`config.mk`:
```
export PLATFORM = sky130hd
export DESIGN_NAME = act_cnt_top
export DESIGN_NICKNAME = d
export VERILOG_FILES = /design/src/rtl/act_cnt_pkg.sv /design/src/rtl/act_cnt_counter.sv /design/src/rtl/act_cnt_regdec.sv /design/src/rtl/act_cnt_ctrl.sv /design/src/rtl/act_cnt_top.sv
export SDC_FILE = /design/constraint.sdc
export NUM_CORES = 1
export LEC_CHECK = 0
export BUFFER_PORTS_ARGS = -buffer_cell sky130_fd_sc_hd__buf_2
export CAP_MARGIN = 5
export CELL_PAD_IN_SITES_DETAIL_PLACEMENT = 0
export CELL_PAD_IN_SITES_GLOBAL_PLACEMENT = 1
export CORE_MARGIN = 1
export CORE_UTILIZATION = 30
export CTS_BUF_LIST = sky130_fd_sc_hd__clkbuf_8
export CTS_CLUSTER_DIAMETER = 120
export DETAILED_ROUTE_END_ITERATION = 8
export PLACE_DENSITY_LB_ADDON = 0.1
export SETUP_SLACK_MARGIN = 0.02
export SYNTH_ARGS = -nofsm -noshare
export SYNTH_HDL_FRONTEND = slang
export SYNTH_SLANG_ARGS = --single-unit
```
`constraint.sdc`:
```
create_clock -name clk -period 3.9 [get_ports clk]
set_input_delay 0.39 -clock clk [delete_from_list [all_inputs] [get_ports clk]]
set_output_delay 0.39 -clock clk [all_outputs]
set_load 0.03 [all_outputs]
```
`src/rtl/act_cnt_pkg.sv`:
```
// Package: shared constants for the activity counter block.
// Assumes word addressing: control at 0, counters from 1 upward.
package act_cnt_pkg;

    localparam int unsigned NUM_CNT  = 4;
    localparam int unsigned ADDR_W   = 3;
    localparam int unsigned FRZ_BIT  = 0;
    localparam int unsigned OVF_LSB  = 8;

    // Counter slots; the index plus one is the word address.
    typedef enum logic [1:0] {
        SLOT_TOTAL = 2'd0,
        SLOT_BUSY  = 2'd1,
        SLOT_RXF   = 2'd2,
        SLOT_TXF   = 2'd3
    } cnt_slot_e;

    localparam logic [ADDR_W-1:0] ADR_CTRL     = 3'd0;
    localparam logic [ADDR_W-1:0] ADR_CNT_BASE = 3'd1;

endpackage

```
`src/rtl/act_cnt_counter.sv`:
```
// Module: one saturating activity counter with a sticky overflow flag.
// Assumes the freeze input is already registered. A write loads the
// counter and clears its flag, and it wins over an increment.
module act_cnt_counter #(
    parameter int unsigned W = 32
) (
    input  logic         clk,
    input  logic         rst_n,
    input  logic         freeze,
    input  logic         inc,
    input  logic         wr_en,
    input  logic [W-1:0] wr_data,
    output logic [W-1:0] value,
    output logic         ovf
);
    localparam logic [W-1:0] CNT_MAX = '1;

    logic at_max;
    logic step_req;

    assign at_max   = (value == CNT_MAX);
    assign step_req = inc && !freeze;

    // Counter register: load, else saturating increment.
    always_ff @(posedge clk) begin
        if (!rst_n) begin
            value <= '0;
        end else if (wr_en) begin
            value <= wr_data;
        end else if (step_req && !at_max) begin
            value <= value + W'(1);
        end
    end

    // Overflow flag: set on an increment at the limit, cleared by a write.
    always_ff @(posedge clk) begin
        if (!rst_n) begin
            ovf <= 1'b0;
        end else if (wr_en) begin
            ovf <= 1'b0;
        end else if (step_req && at_max) begin
            ovf <= 1'b1;
        end
    end

    AST_FROZEN_HOLD: assert property (@(posedge clk) disable iff (!rst_n)
        (freeze && !wr_en) |=> $stable(value));
    AST_STEP_ONE: assert property (@(posedge clk) disable iff (!rst_n)
        (inc && !freeze && !wr_en && value != CNT_MAX) |=> (value == $past(value) + W'(1)));
    AST_WRITE_LOADS: assert property (@(posedge clk) disable iff (!rst_n)
        wr_en |=> (value == $past(wr_data)));
    AST_NO_WRAP: assert property (@(posedge clk) disable iff (!rst_n)
        (value == CNT_MAX && !wr_en) |=> (value == CNT_MAX));
    AST_OVF_STICKY: assert property (@(posedge clk) disable iff (!rst_n)
        (ovf && !wr_en) |=> ovf);

endmodule

```
`src/rtl/act_cnt_regdec.sv`:
```
// Module: write decode for the register interface.
// Assumes one write per cycle. Addresses past the last counter decode
// to nothing.
module act_cnt_regdec
    import act_cnt_pkg::*;
#(
    parameter int unsigned N = 4
) (
    input  logic              clk,
    input  logic              rst_n,
    input  logic              wr_en,
    input  logic [ADDR_W-1:0] addr,
    output logic              ctrl_wr,
    output logic [N-1:0]      cnt_wr
);
    // Control write strobe.
    assign ctrl_wr = wr_en && (addr == ADR_CTRL);

    for (genvar gi = 0; gi < N; gi++) begin : g_dec
        // Counter write strobe for slot gi.
        assign cnt_wr[gi] = wr_en && (addr == ADR_CNT_BASE + ADDR_W'(gi));
    end

    AST_ONE_TARGET: assert property (@(posedge clk) disable iff (!rst_n)
        $onehot0({ctrl_wr, cnt_wr}));

endmodule

```
`src/rtl/act_cnt_ctrl.sv`:
```
// Module: the freeze bit of the control word.
// Assumes the overflow bits of the control word are read-only, so only
// the freeze bit is stored here.
module act_cnt_ctrl
    import act_cnt_pkg::*;
#(
    parameter int unsigned W = 32
) (
    input  logic         clk,
    input  logic         rst_n,
    input  logic         ctrl_wr,
    input  logic [W-1:0] wr_data,
    output logic         freeze
);
    // Freeze register: loads bit FRZ_BIT on a control write.
    always_ff @(posedge clk) begin
        if (!rst_n) begin
            freeze <= 1'b0;
        end else if (ctrl_wr) begin
            freeze <= wr_data[FRZ_BIT];
        end
    end

    AST_FREEZE_HELD: assert property (@(posedge clk) disable iff (!rst_n)
        !ctrl_wr |=> $stable(freeze));

endmodule

```
`src/rtl/act_cnt_top.sv`:
```
// Module: four freezable activity counters behind a word register interface.
// Assumes one clock for everything and status inputs that are already
// synchronous to it. Reads are combinational.
module act_cnt_top
    import act_cnt_pkg::*;
#(
    parameter int unsigned DATA_W = 32
) (
    input  logic              clk,
    input  logic              rst_n,
    input  logic              busy_i,
    input  logic              rx_frame_i,
    input  logic              tx_frame_i,
    input  logic              reg_wr_en,
    input  logic [ADDR_W-1:0] reg_addr,
    input  logic [DATA_W-1:0] reg_wdata,
    output logic [DATA_W-1:0] reg_rdata
);
    localparam int unsigned N = NUM_CNT;

    logic              ctrl_wr;
    logic [N-1:0]      cnt_wr;
    logic              freeze;
    logic [N-1:0]      inc_vec;
    logic [N-1:0]      ovf_vec;
    logic [DATA_W-1:0] cnt_val [N];
    logic [DATA_W-1:0] ctrl_word;

    // Increment requests per slot; the total counter always asks.
    assign inc_vec[SLOT_TOTAL] = 1'b1;
    assign inc_vec[SLOT_BUSY]  = busy_i;
    assign inc_vec[SLOT_RXF]   = rx_frame_i;
    assign inc_vec[SLOT_TXF]   = tx_frame_i;

    act_cnt_regdec #(.N(N)) u_dec (
        .clk     (clk),
        .rst_n   (rst_n),
        .wr_en   (reg_wr_en),
        .addr    (reg_addr),
        .ctrl_wr (ctrl_wr),
        .cnt_wr  (cnt_wr)
    );

    act_cnt_ctrl #(.W(DATA_W)) u_ctrl (
        .clk     (clk),
        .rst_n   (rst_n),
        .ctrl_wr (ctrl_wr),
        .wr_data (reg_wdata),
        .freeze  (freeze)
    );

    for (genvar gi = 0; gi < N; gi++) begin : g_cnt
        act_cnt_counter #(.W(DATA_W)) u_cnt (
            .clk     (clk),
            .rst_n   (rst_n),
            .freeze  (freeze),
            .inc     (inc_vec[gi]),
            .wr_en   (cnt_wr[gi]),
            .wr_data (reg_wdata),
            .value   (cnt_val[gi]),
            .ovf     (ovf_vec[gi])
        );
    end

    // Control word image: freeze bit plus the overflow flags.
    always_comb begin
        ctrl_word = '0;
        ctrl_word[FRZ_BIT] = freeze;
        ctrl_word[OVF_LSB +: N] = ovf_vec;
    end

    // Read multiplexer; unmapped addresses return zero.
    always_comb begin
        reg_rdata = '0;
        if (reg_addr == ADR_CTRL) begin
            reg_rdata = ctrl_word;
        end
        for (int i = 0; i < N; i++) begin
            if (reg_addr == ADR_CNT_BASE + ADDR_W'(i)) begin
                reg_rdata = cnt_val[i];
            end
        end
    end

    AST_COMMON_FREEZE: assert property (@(posedge clk) disable iff (!rst_n)
        (freeze && cnt_wr == '0) |=> ($stable(cnt_val[SLOT_TOTAL]) && $stable(cnt_val[SLOT_TXF])));

endmodule

```
==> metrics.txt, run 1 <==
share of final-layout standard cells stronger than drive strength 1=13.8%; Critical Path RT=4.26 ns; post-detailed-route via-to-cell ratio=roughly 6.1; Area Growth Syn to Fin=14.5%; top area cells in the synthesized netlist=dfxtp_1 31%, o21ai_0 9.2%, a31oi_1 5.8%, mux2i_1 3.9%, xnor2_1 3.3%; Cell Count, Final, Fillers Out=1,551; post-placement setup slack=1.11 ns; net count reported at finish=1,205; run status=finished clean; number of instances on the worst hold path=3; count of inserted antenna diode cells=0; total clock buffers created by CTS=17; share of Yosys cell area claimed by the top area cell type=between 30% and 40%; reg-to-reg startpoint=g_cnt[2].u_cnt.value[26]$_SDFFE_PN0P_; wire length per cell after detailed routing=25.5 µm; Hold Buf Count CTS=0; combined area of all synthesized cells=8690 µm²; Fillers=3,045; floorplan die area=~30,000 µm²; library cell used as clock root buffer=clkbuf_8; placed insts=1,519; total number of vias=between 9,000 and 10,000; cell-by-cell listing of the critical path=nand4_1 > or4_1 > o31ai_2 > a22oi_1 > o21a_1; worst slew margin relative to its limit=a little under two fifths; leakage=slightly above 0.003 µW; standard cell with the maximum stage delay on the critical path=o31ai_2; number of buffers inserted by port buffering=72; Synth Net Count=1,169; setup clock skew after layout=~0.021 ns; number of sinks driven by the clock tree=133; clock-pin transition on the worst setup and hold timing paths=0.09 ns; number of violations of the max-capacitance limit=0; highest attainable clock frequency=between 300 and 400 MHz; clock tree from TritonCTS=built; internal reg-to-reg setup slack=1.04 ns; die boundary width=around 170 µm; final period utilization=73.4%; unrepaired setup endpoints after global routing=no; count of TritonRoute iterations in the first routing pass=5; CTS max path bufs=2; Initial Util=a little under a third; Worst Hold Launch=reg_wdata[28]; number of global-route vias before repair=8,770; Slew Viols, Final=0; number of top-level design ports=73; synthesized flop and latch total=133; Std-Cell Rows=61; synth warn=0; Arrival @ worst endpoint=3.23 ns; core area=28,200 µm²; slew at the pin with the worst max-slew slack=0.919 ns; depth of the worst register-to-register path=5; global-route wire length before repair=approximately 60 mm; total global routing overflow=0; Main synth FF type=dfxtp_1; worst min-delay path class=in2reg; WHS=0.245 ns; total power per unit cell area=336 nW/µm²; worst vdd ir=~0.00021 V; cell accounting for the most synthesized area=dfxtp_1; number of antenna violations at the first check in global routing=0; number of cells upsized or downsized after cts=0; die height=172 µm; launching element type of the critical path=flip-flop; delay of the slowest critical-path stage=0.82 ns; post-route design area=9950 µm²; overall fraction of global-route tracks in use=27.2%; Yosys cell types=63; setup TNS after final layout=0 ns; count of flip-flops with a built-in enable after synthesis=0; sort of element at the end of the critical path=flip-flop; ys async rst share=0%; DRC violations left=0; source-to-sink clock delay at the later pin of the worst-skew pair=0.47 ns; maximum number of pins on one net before global-route repair=62; Hold Vio Cnt, Final=0; # Post-CTS Setup Buffers=0; number of instances in the synthesized netlist=about 1,100; Final WS setup=1.04 ns; count of nets left with antenna violations after detail routing=0; Total Wirelength=slightly below 40 mm; FF-to-FF End=g_cnt[2].u_cnt.value[29]$_SDFFE_PN0P_; post-synthesis sequential area ratio=30.6%; RD Place Congestion=0.848; Crit Path Class=reg2reg; Placement Cell Area=9470 µm²; clock period minus final worst setup slack=2.86 ns; Hold Path End=g_cnt[3].u_cnt.value[28]$_SDFFE_PN0P_; number of design-rule violations left by the first detailed-router iteration=~950; Final setup violation count=0; post-detail-place hpwl=29.4 mm; per-instance average area after synthesis=about 7.7 µm²; number of levels the H-tree was split into=4; Max Fanout on Critical Path=12
## Yosys cell counts, types with 4 or more instances
library cell	count
nand3b_1	5
inv_1	22
and2_1	4
a21oi_1	55
nand2b_1	4
nor2_1	28
and4b_1	4
o31ai_1	17
o21ai_0	159
nor4_1	11
or3_1	43
clkbuf_1	71
nand2_1	66
buf_1	6
a31o_2	5
and4_1	22
xor2_1	7
nor3_1	25
mux2i_1	34
a31oi_1	81
ha_1	4
xnor2_1	33
a211oi_1	12
mux4_2	4
a22oi_1	29
o22ai_1	34
nor2b_1	6
dfxtp_1	133
or4_1	23
o211ai_1	9
a311oi_1	6
and3_1	18
nand4_1	44
buf_2	6
nand3_1	51
## worst max-delay path: cells and delay by family (launching register included)
family             cells  cell delay, ns
AOI/OAI and AO/OA      3            1.23
DFF                    1            0.45
and+or+nand+nor        2            1.09
## worst max-delay path by stage
stage                                            end  slack [ns]                                  start  cells past startpoint
2_1_floorplan                          reg_rdata[12]        1.18                            reg_addr[1]                      7
3_3_place_gp                           reg_rdata[20]        1.06                            reg_addr[1]                      6
3_5_place_dp   g_cnt[2].u_cnt.value[29]$_SDFFE_PN0P_        1.11  g_cnt[2].u_cnt.value[26]$_SDFFE_PN0P_                      5
4_1_cts        g_cnt[2].u_cnt.value[29]$_SDFFE_PN0P_        1.09  g_cnt[2].u_cnt.value[26]$_SDFFE_PN0P_                      5
5_1_grt        g_cnt[2].u_cnt.value[29]$_SDFFE_PN0P_        0.86  g_cnt[2].u_cnt.value[25]$_SDFFE_PN0P_                      5
6_report       g_cnt[2].u_cnt.value[29]$_SDFFE_PN0P_        1.04  g_cnt[2].u_cnt.value[26]$_SDFFE_PN0P_                      5
## per-layer routing
| layer | wire [µm] | vias to the layer above | GRT usage, % |
|---|---|---|---|
| met1 | 18600 | 4671 | 37.7 |
| met5 | 0 | - | 0 |
| met3 | 1790 | 40 | 3.85 |
| met4 | 808 | 0 | 6.89 |
| li1 | - | 4478 | - |
| met2 | 18400 | 283 | 44.1 |
## flip-flops by register name (all words and copies together), names as in the netlist
signal / cells
g_cnt.u_cnt.ovf: 4
g_cnt.u_cnt.value: 128
u_ctrl.freeze: 1
## placed cells by master (no fill, tap or decap), types with 17 or more instances in the layout
| master | count |
|---|---|
| inv_1 | 23 |
| a21oi_1 | 55 |
| a22oi_1 | 29 |
| nand3_1 | 49 |
| o31ai_1 | 17 |
| mux2i_1 | 34 |
| or4_1 | 23 |
| buf_2 | 71 |
| nand2_1 | 66 |
| xnor2_1 | 33 |
| a31oi_1 | 81 |
| o22ai_1 | 34 |
| or3_1 | 43 |
| clkbuf_8 | 20 |
| dfxtp_1 | 133 |
| nor3_1 | 24 |
| and4_1 | 22 |
| buf_4 | 29 |
| o21ai_0 | 159 |
| nand4_1 | 44 |
| nor2_1 | 28 |
| and3_1 | 18 |
## where the power goes
group	switching (µW)	internal [µW]
registers	91.2	1410
logic	255	131
clock network	640	814
total	987	2360
## per-stage QoR
| step | power, µW | utilization [%] |
|---|---|---|
| 2_1_floorplan | 1740 | - |
| 3_3_place_gp | 1920 | 33.6 |
| 3_5_place_dp | 1920 | 33.6 |
| 4_1_cts | 3350 | 35.3 |
| 5_1_grt | 3460 | 35.3 |
| 6_report | 3340 | 35.3 |
## final cells by class
cell class	instances	area, µm²	area share, %
well taps	378	473	4.75
repair buffers	101	593	5.96
clock inverters	12	201	2.03
multi-input cells	884	5660	56.9
inverters	23	86.3	0.868
clock buffers	20	275	2.77
flip-flops and latches	133	2660	26.8
## kinds of logic after synthesis
| kind of cell | share of synthesized area (%) |
|---|---|
| flops | 30.6 |
| compound gates | 30.0 |
| xor+xnor | 4.03 |
| mux | 4.95 |
| fa+ha+maj | 0.576 |
| simple gates | 25.0 |
| buf+inv | 4.80 |
(Power assumes the default switching activity.)
==> run 2: changes to the inputs <==
ABC_AREA = 1   (was default)
clock period = 2.69 ns   (was 3.9 ns; I/O delays follow)
==> metrics.txt, run 2 <==
total global routing overflow=0 (unchanged); final period utilization=90.9%; source-to-sink clock delay at the later pin of the worst-skew pair=0.50 ns (+0.03 ns); flip-flop count of the largest register, all copies and words added=128 (unchanged); synthesized flop and latch total=133 (unchanged); number of buffers inserted by port buffering=72 (unchanged); unrepaired setup endpoints after global routing=no; number of top-level design ports=73 (unchanged); sort of element at the end of the critical path=output pin; Seq. cell area=2660 µm² (unchanged); switching part of the total power=33.3% (+3.8 points); count of buffer and inverter cells on the critical path=5 (+5); number of instances in the synthesized netlist=1,848 (+64%); leakage=0.00467 µW (+53%); total number of vias=12,100 (+28%); Max Fanout on Critical Path=15 (+3); placed insts=2,343 (+54%); Hold Buf Count CTS=0 (unchanged); total power per unit cell area=433 nW/µm² (+29%); RD Place Congestion=0.989 (+17%); share of final-layout standard cells stronger than drive strength 1=10.9% (-2.9 points); count of nets left with antenna violations after detail routing=0 (unchanged); largest family of logic cells by synthesized area=simple AND/OR/NAND/NOR gates; launching element type of the critical path=input pin; synth warn=0 (unchanged); core area=34,500 µm² (+23%); slew at the pin with the worst max-slew slack=0.734 ns (-0.185 ns); Hold Vio Cnt, Final=0 (unchanged); clock tree from TritonCTS=built; clock period minus final worst setup slack=around 2.4 ns; Initial Util=30.5% (-0.30 points); number of cells upsized or downsized after cts=0 (unchanged); library cell used as clock root buffer=clkbuf_8; number of levels the H-tree was split into=4 (unchanged); Fillers=4,021 (+32%); internal cell power=3440 µW (+46%); number of global-route vias before repair=11,100 (+27%); multi-input gate area in the final layout=6800 µm² (+20%); die boundary width=190 µm (+10%); fraction of power consumed by combinational cells=16.1% (+4.5 points); post-detailed-route via-to-cell ratio=5.12 (-16%); Main synth FF type=dfxtp_1; clock network fraction of design power=41.2% (-2.3 points); Crit Path Class=in2out; count of flip-flops with a built-in enable after synthesis=0 (unchanged); Std-Cell Rows=68 (+11%); delay of the slowest critical-path stage=0.44 ns (-0.38 ns); worst min-delay path class=in2reg; setup clock skew after layout=0.0147 ns (-0.00675 ns); total clock buffers created by CTS=17 (unchanged); die height=190 µm (+10%); count of inserted antenna diode cells=0 (unchanged); Flop pwr share=42.7% (-2.2 points); number of sinks driven by the clock tree=133 (unchanged); Slew Viols, Final=0 (unchanged); combined area of all synthesized cells=10,600 µm² (+21%); share of Yosys cell area claimed by the top area cell type=25.2% (-5.4 points); share of synthesized area spent on multiplexers=0% (-5.0 points); Synth Net Count=1,893 (+62%); most common cell after layout, fill and taps aside=nand2_1; Post-Synth Adder-Cell Area=0.474% (-0.10 points); CP delay by family, top=buffers and inverters; standard cell with the maximum stage delay on the critical path=a221oi_1; count of TritonRoute iterations in the first routing pass=7 (+2); post-synthesis sequential area ratio=25.2% (-5.4 points); global-route wire length before repair=76.5 mm (+31%); Area Growth Syn to Fin=12.6%; per-instance average area after synthesis=5.71 µm² (-26%); number of design-rule violations left by the first detailed-router iteration=1,127 (+18%); Cell Count, Final, Fillers Out=2,374 (+53%); number of violations of the max-capacitance limit=0 (unchanged); cell accounting for the most synthesized area=dfxtp_1; Total Wirelength=52.8 mm (+33%); cell-by-cell listing of the critical path=buf_2 > inv_1 > nand2_2 > buf_4 > inv_1 > a221oi_1 > o211ai_1 > buf_2; highest attainable clock frequency=slightly above 400 MHz; run status=finished clean; Psw=1710 µW (+74%); top area cells in the synthesized netlist=dfxtp_1 25%, nand2_1 21%, nor2_1 10%, nand3_1 7.5%, inv_1 6.6%; register ranked first by flip-flop count=g_cnt.u_cnt.value; Arrival @ worst endpoint=2.18 ns (-1.05 ns); clock-pin transition on the worst setup and hold timing paths=0.10 ns (about the same); worst vdd ir=0.000322 V (+57%); number of antenna violations at the first check in global routing=1 (+1); fraction of the mapped netlist area in simple logic gates=45.1% (+20 points); CTS max path bufs=2 (unchanged); list of most frequent post-synthesis cells=578 x nand2_1, 285 x nor2_1, 186 x inv_1; Final setup violation count=0 (unchanged); maximum number of pins on one net before global-route repair=72 (+16%); overall fraction of global-route tracks in use=29.6% (+2.4 points); most common cell in the netlist=nand2_1; net count reported at finish=1,952 (+62%); Critical Path RT=2.42 ns (-1.84 ns); post-detail-place hpwl=40.8 mm (+39%); top flop regs=g_cnt.u_cnt.value (128), g_cnt.u_cnt.ovf (4), u_ctrl.freeze (1); Yosys cell types=44 (-30%); compound-gate portion of the synthesized area=15.5% (-14 points); worst slew margin relative to its limit=51.1% (+14 points); # Post-CTS Setup Buffers=0 (unchanged); DRC violations left=0 (unchanged); setup TNS after final layout=0 ns (unchanged); XOR/XNOR share of the synthesized area=3.32% (-0.71 points); most used cells in the layout excluding fill and tap cells=578 x nand2_1, 284 x nor2_1, 185 x inv_1; floorplan die area=35,900 µm² (+21%); wire length per cell after detailed routing=22.2 µm (-13%); ys async rst share=0% (unchanged)
==> run 2: changes by cell type after synthesis, moves of 43 or more <==
cell and delta:
nor2_1 +257, nand2_1 +512, a21oi_1 +50, o21ai_0 -69
nand3_1 +107, or3_1 -43, a31oi_1 -81, inv_1 +164
==> run 2: cell families (layout without fill, tap and decap cells) <==
group,Yosys count,count (layout)
AO/OA/AOI/OAI,291,291
XOR/XNOR,40,40
adder cells (fa/ha/maj),4,4
buffers and inverters,265,336
flip-flops,133,133
AND/OR/NAND/NOR,1115,1115
==> run 2: worst min-delay path, cell delays in order <==
cell and delay [ns]:
buf_2 0.10, nand2_1 0.05, nand3_1 0.07, nand2_1 0.04, inv_1 0.04
==> run 2: per-stage QoR <==
stage	total power (µW)	setup slack, ns	util, %	hold WS, ns	instance area, µm²
detailed placement	3060	0.278	33.1	0.473	11400
global placement	3060	0.219	33.1	0.464	11400
global route	5350	0.0888	34.4	0.0875	11900
CTS	5170	0.276	34.4	0.0715	11900
floorplan	2680	0.933	-	0.431	10600
finish	5150	0.244	34.4	0.100	11900
==> run 2: final cells by class <==
cell class / count / area share, %
multi-input combinational: 1450 / 57.2
sequential: 133 / 22.4
inverter: 197 / 6.27
timing repair buffer: 108 / 5.41
tap: 455 / 4.79
clock buffer: 19 / 2.20
clock inverter: 12 / 1.70
==> run 2: routing by layer <==
metal	track usage, %	up-vias	wire [µm]
met5	0	-	0
met2	44.9	315	22600
met3	4.11	61	2500
met4	10.7	0	1890
li1	-	6046	-
met1	42.4	5722	25800
==> run 2: path summary, 6_finish.rpt <==
| check | depth (start not counted) | startpoint | slack, ns | endpoint |
|---|---|---|---|---|
| worst min register to register | 2 | g_cnt[1].u_cnt.value[3]$_SDFFE_PN0P_ | 0.49 | g_cnt[1].u_cnt.value[3]$_SDFFE_PN0P_ |
| worst max-delay path | 8 | reg_addr[1] | 0.24 | reg_rdata[9] |
| worst max register to register | 11 | g_cnt[1].u_cnt.value[0]$_SDFFE_PN0P_ | 0.30 | g_cnt[1].u_cnt.value[13]$_SDFFE_PN0P_ |
| worst min-delay path | 5 | reg_wdata[28] | 0.10 | g_cnt[1].u_cnt.value[28]$_SDFFE_PN0P_ |
==> run 2: power groups by stage <==
stage / Combinational (µW) / Clock (µW) / Sequential, µW
floorplan: 496 / 0 / 2190
global placement: 822 / 0 / 2240
detailed placement: 820 / 0 / 2240
CTS: 823 / 2160 / 2190
global route: 897 / 2240 / 2210
finish: 828 / 2120 / 2200
==> run 3: changes to the inputs <==
MAX_ROUTING_LAYER = met4   (was default)
SYNTH_HIERARCHICAL = 1   (was default)
==> metrics.txt, run 3 <==
run status=finished clean; net count reported at finish=2,197 (+13%); number of top-level design ports=73 (unchanged); wire length per cell after detailed routing=19.3 µm (-13%); core area=36,700 µm² (+6.2%); # Post-CTS Setup Buffers=0 (unchanged); share of final-layout standard cells stronger than drive strength 1=10.2% (-0.68 points); worst slew margin relative to its limit=32.6% (-19 points); Final setup violation count=0 (unchanged); share of Yosys cell area claimed by the top area cell type=25.1% (-0.11 points); Hold Vio Cnt, Final=0 (unchanged); top area cells in the synthesized netlist=nand2_1 25%, dfxtp_1 24%, nor2_1 18%, nand3_1 7.5%, inv_1 5.1%; sort of element at the end of the critical path=output pin; internal reg-to-reg setup slack=0.42 ns (+0.12 ns); synthesized flop and latch total=133 (unchanged); most common cell in the netlist=nand2_1; final period utilization=85.2% (-5.7 points); clock tree from TritonCTS=built; overall fraction of global-route tracks in use=27.8% (-1.8 points); worst vdd ir=0.000296 V (-8.2%); CP startpoint=reg_addr[2]; count of flip-flops with a built-in enable after synthesis=0 (unchanged); Area Growth Syn to Fin=11.0%; depth of the worst register-to-register path=11 (unchanged); number of instances in the synthesized netlist=2,100 (+14%); die boundary width=196 µm (+3.2%); Yosys cell types=39 (-11%); clock period minus final worst setup slack=2.29 ns (-0.154 ns); number of global-route vias before repair=12,300 (+10%); FF-to-FF End=g_cnt[2].u_cnt/value[18]$_SDFFE_PN0P_; source-to-sink clock delay at the later pin of the worst-skew pair=0.49 ns (about the same); most common cell after layout, fill and taps aside=nand2_1; Seq. cell area=2660 µm² (unchanged); number of violations of the max-capacitance limit=0 (unchanged); total clock buffers created by CTS=17 (unchanged); number of design-rule violations left by the first detailed-router iteration=943 (-16%); setup clock skew after layout=0.0133 ns (-0.00146 ns); top flop regs=g_cnt.u_cnt/value (128), g_cnt.u_cnt/ovf (4), u_ctrl/freeze (1); Max Fanout on Critical Path=27 (+12); flip-flop count of the largest register, all copies and words added=128 (unchanged); slew at the pin with the worst max-slew slack=1.01 ns (+0.277 ns); ys async rst share=0% (unchanged); number of cells upsized or downsized after cts=0 (unchanged); number of levels the H-tree was split into=4 (unchanged); DRC violations left=0 (unchanged); count of nets left with antenna violations after detail routing=0 (unchanged); post-synthesis sequential area ratio=23.7% (-1.5 points); Worst Hold Launch=reg_wdata[0]; post-detail-place hpwl=38.9 mm (-4.7%); Std-Cell Rows=70 (+2.9%); count of TritonRoute iterations in the first routing pass=5 (-2); library cell used as clock root buffer=clkbuf_8; number of buffers inserted by port buffering=72 (unchanged); total power per unit cell area=435 nW/µm² (+0.41%); Initial Util=30.6% (+0.068 points); reg-to-reg startpoint=g_cnt[2].u_cnt/value[0]$_SDFFE_PN0P_; most used cells in the layout excluding fill and tap cells=752 x nand2_1, 546 x nor2_1, 168 x nand3_1; number of instances on the worst hold path=5 (unchanged); Crit Path Class=in2out; Synth Net Count=2,145 (+13%); total global routing overflow=0 (unchanged); number of antenna violations at the first check in global routing=1 (unchanged); floorplan die area=38,200 µm² (+6.4%); Critical Path RT=2.42 ns (about the same); total number of vias=13,100 (+8.1%); die height=196 µm (+3.2%); multi-input gate area in the final layout=7560 µm² (+11%); cell accounting for the most synthesized area=nand2_1; combined area of all synthesized cells=11,200 µm² (+6.5%); post-detailed-route via-to-cell ratio=4.99 (-2.5%); Arrival @ worst endpoint=2.02 ns (-0.16 ns); Slew Viols, Final=0 (unchanged); clock-pin transition on the worst setup and hold timing paths=0.09 ns (about the same); setup TNS after final layout=0 ns (unchanged); RD Place Congestion=0.953 (-3.6%); maximum number of pins on one net before global-route repair=102 (+42%); Hold Buf Count CTS=0 (unchanged); WHS=0.203 ns (+0.103 ns); Main synth FF type=dfxtp_1; launching element type of the critical path=input pin; global-route wire length before repair=76.8 mm (+0.33%); Total Wirelength=50.8 mm (-3.9%); Fillers=4,251 (+5.7%); list of most frequent post-synthesis cells=752 x nand2_1, 549 x nor2_1, 168 x nand3_1; highest attainable clock frequency=436 MHz (+6.7%); synth warn=6 (+6); CTS max path bufs=2 (unchanged); number of sinks driven by the clock tree=133 (unchanged); leakage=0.00571 µW (+22%); Hold Path End=u_ctrl/freeze$_SDFFE_PN0P_; unrepaired setup endpoints after global routing=no; per-instance average area after synthesis=5.35 µm² (-6.3%); register ranked first by flip-flop count=g_cnt.u_cnt/value; worst min-delay path class=in2reg
## run 3: changes by cell type in the layout (fill, tap and decap cells not counted), sizes merged, moves of 8 or more
cell   previous run  this run
a221o            13         0
nand4            17        40
o21ai           120        97
nor2            303       573
inv             196       162
a21oi           112        13
o22ai            26         3
nand2           600       779
xor2             33         6
nand3           162       170
## run 3: cell families after synthesis
kind of cell | synth area share (%)
buffers and inverters | 9.17
AOI/OAI and AO/OA | 6.27
xor gates and xnor gates | 1.48
DFF | 23.7
adders and majority gates | 0.446
and+or+nand+nor | 58.9
other | 0.0334
## run 3: power breakdown
part           switching, µW  leakage, µW  internal (µW)
clock                    919     0.000212            881
combinational            844      0.00440            404
sequential               247      0.00110           2130
total                   2010      0.00571           3410
## run 3: critical path, stage by stage
cell	delay, ns
buf_2	0.14
inv_1	0.34
nand3_2	0.23
inv_2	0.44
nand2_1	0.14
nand4_1	0.21
buf_2	0.24
## run 3: how the worst max path moves through the flow
stage / end / cells past startpoint
CTS: reg_rdata[13] / 7
global placement: reg_rdata[13] / 7
finish: reg_rdata[13] / 7
floorplan: g_cnt[2].u_cnt/value[24]$_SDFFE_PN0P_ / 11
global route: reg_rdata[13] / 7
detailed placement: reg_rdata[13] / 7
## run 3: routing by layer
metal	wire [µm]	share of wire (%)	GRT usage, %
met1	25100	49	39.7
met2	20900	41	39.5
met3	2930	5.8	3.54
met4	1860	3.7	10.6
met5	0	0	-
## run 3: stage by stage
stage	power, µW	setup WS [ns]	cells	area, µm²	utilization [%]
2_1_floorplan	3190	1.01	2100	11200	-
3_3_place_gp	3660	0.401	2601	12100	32.9
3_5_place_dp	3660	0.421	2601	12100	32.9
4_1_cts	5490	0.416	2633	12500	34.0
5_1_grt	5760	0.222	2633	12500	34.0
6_report	5420	0.398	2634	12500	34.0
## run 3: cell type report
| class | count | share of cell area, % |
|---|---|---|
| multi-input combinational | 1730 | 60.6 |
| sequential | 133 | 21.4 |
| timing repair buffer | 108 | 5.18 |
| inverter | 162 | 5.00 |
| tap | 468 | 4.70 |
| clock buffer | 20 | 2.21 |
| clock inverter | 12 | 0.903 |
| antenna | 1 | 0.0201 |
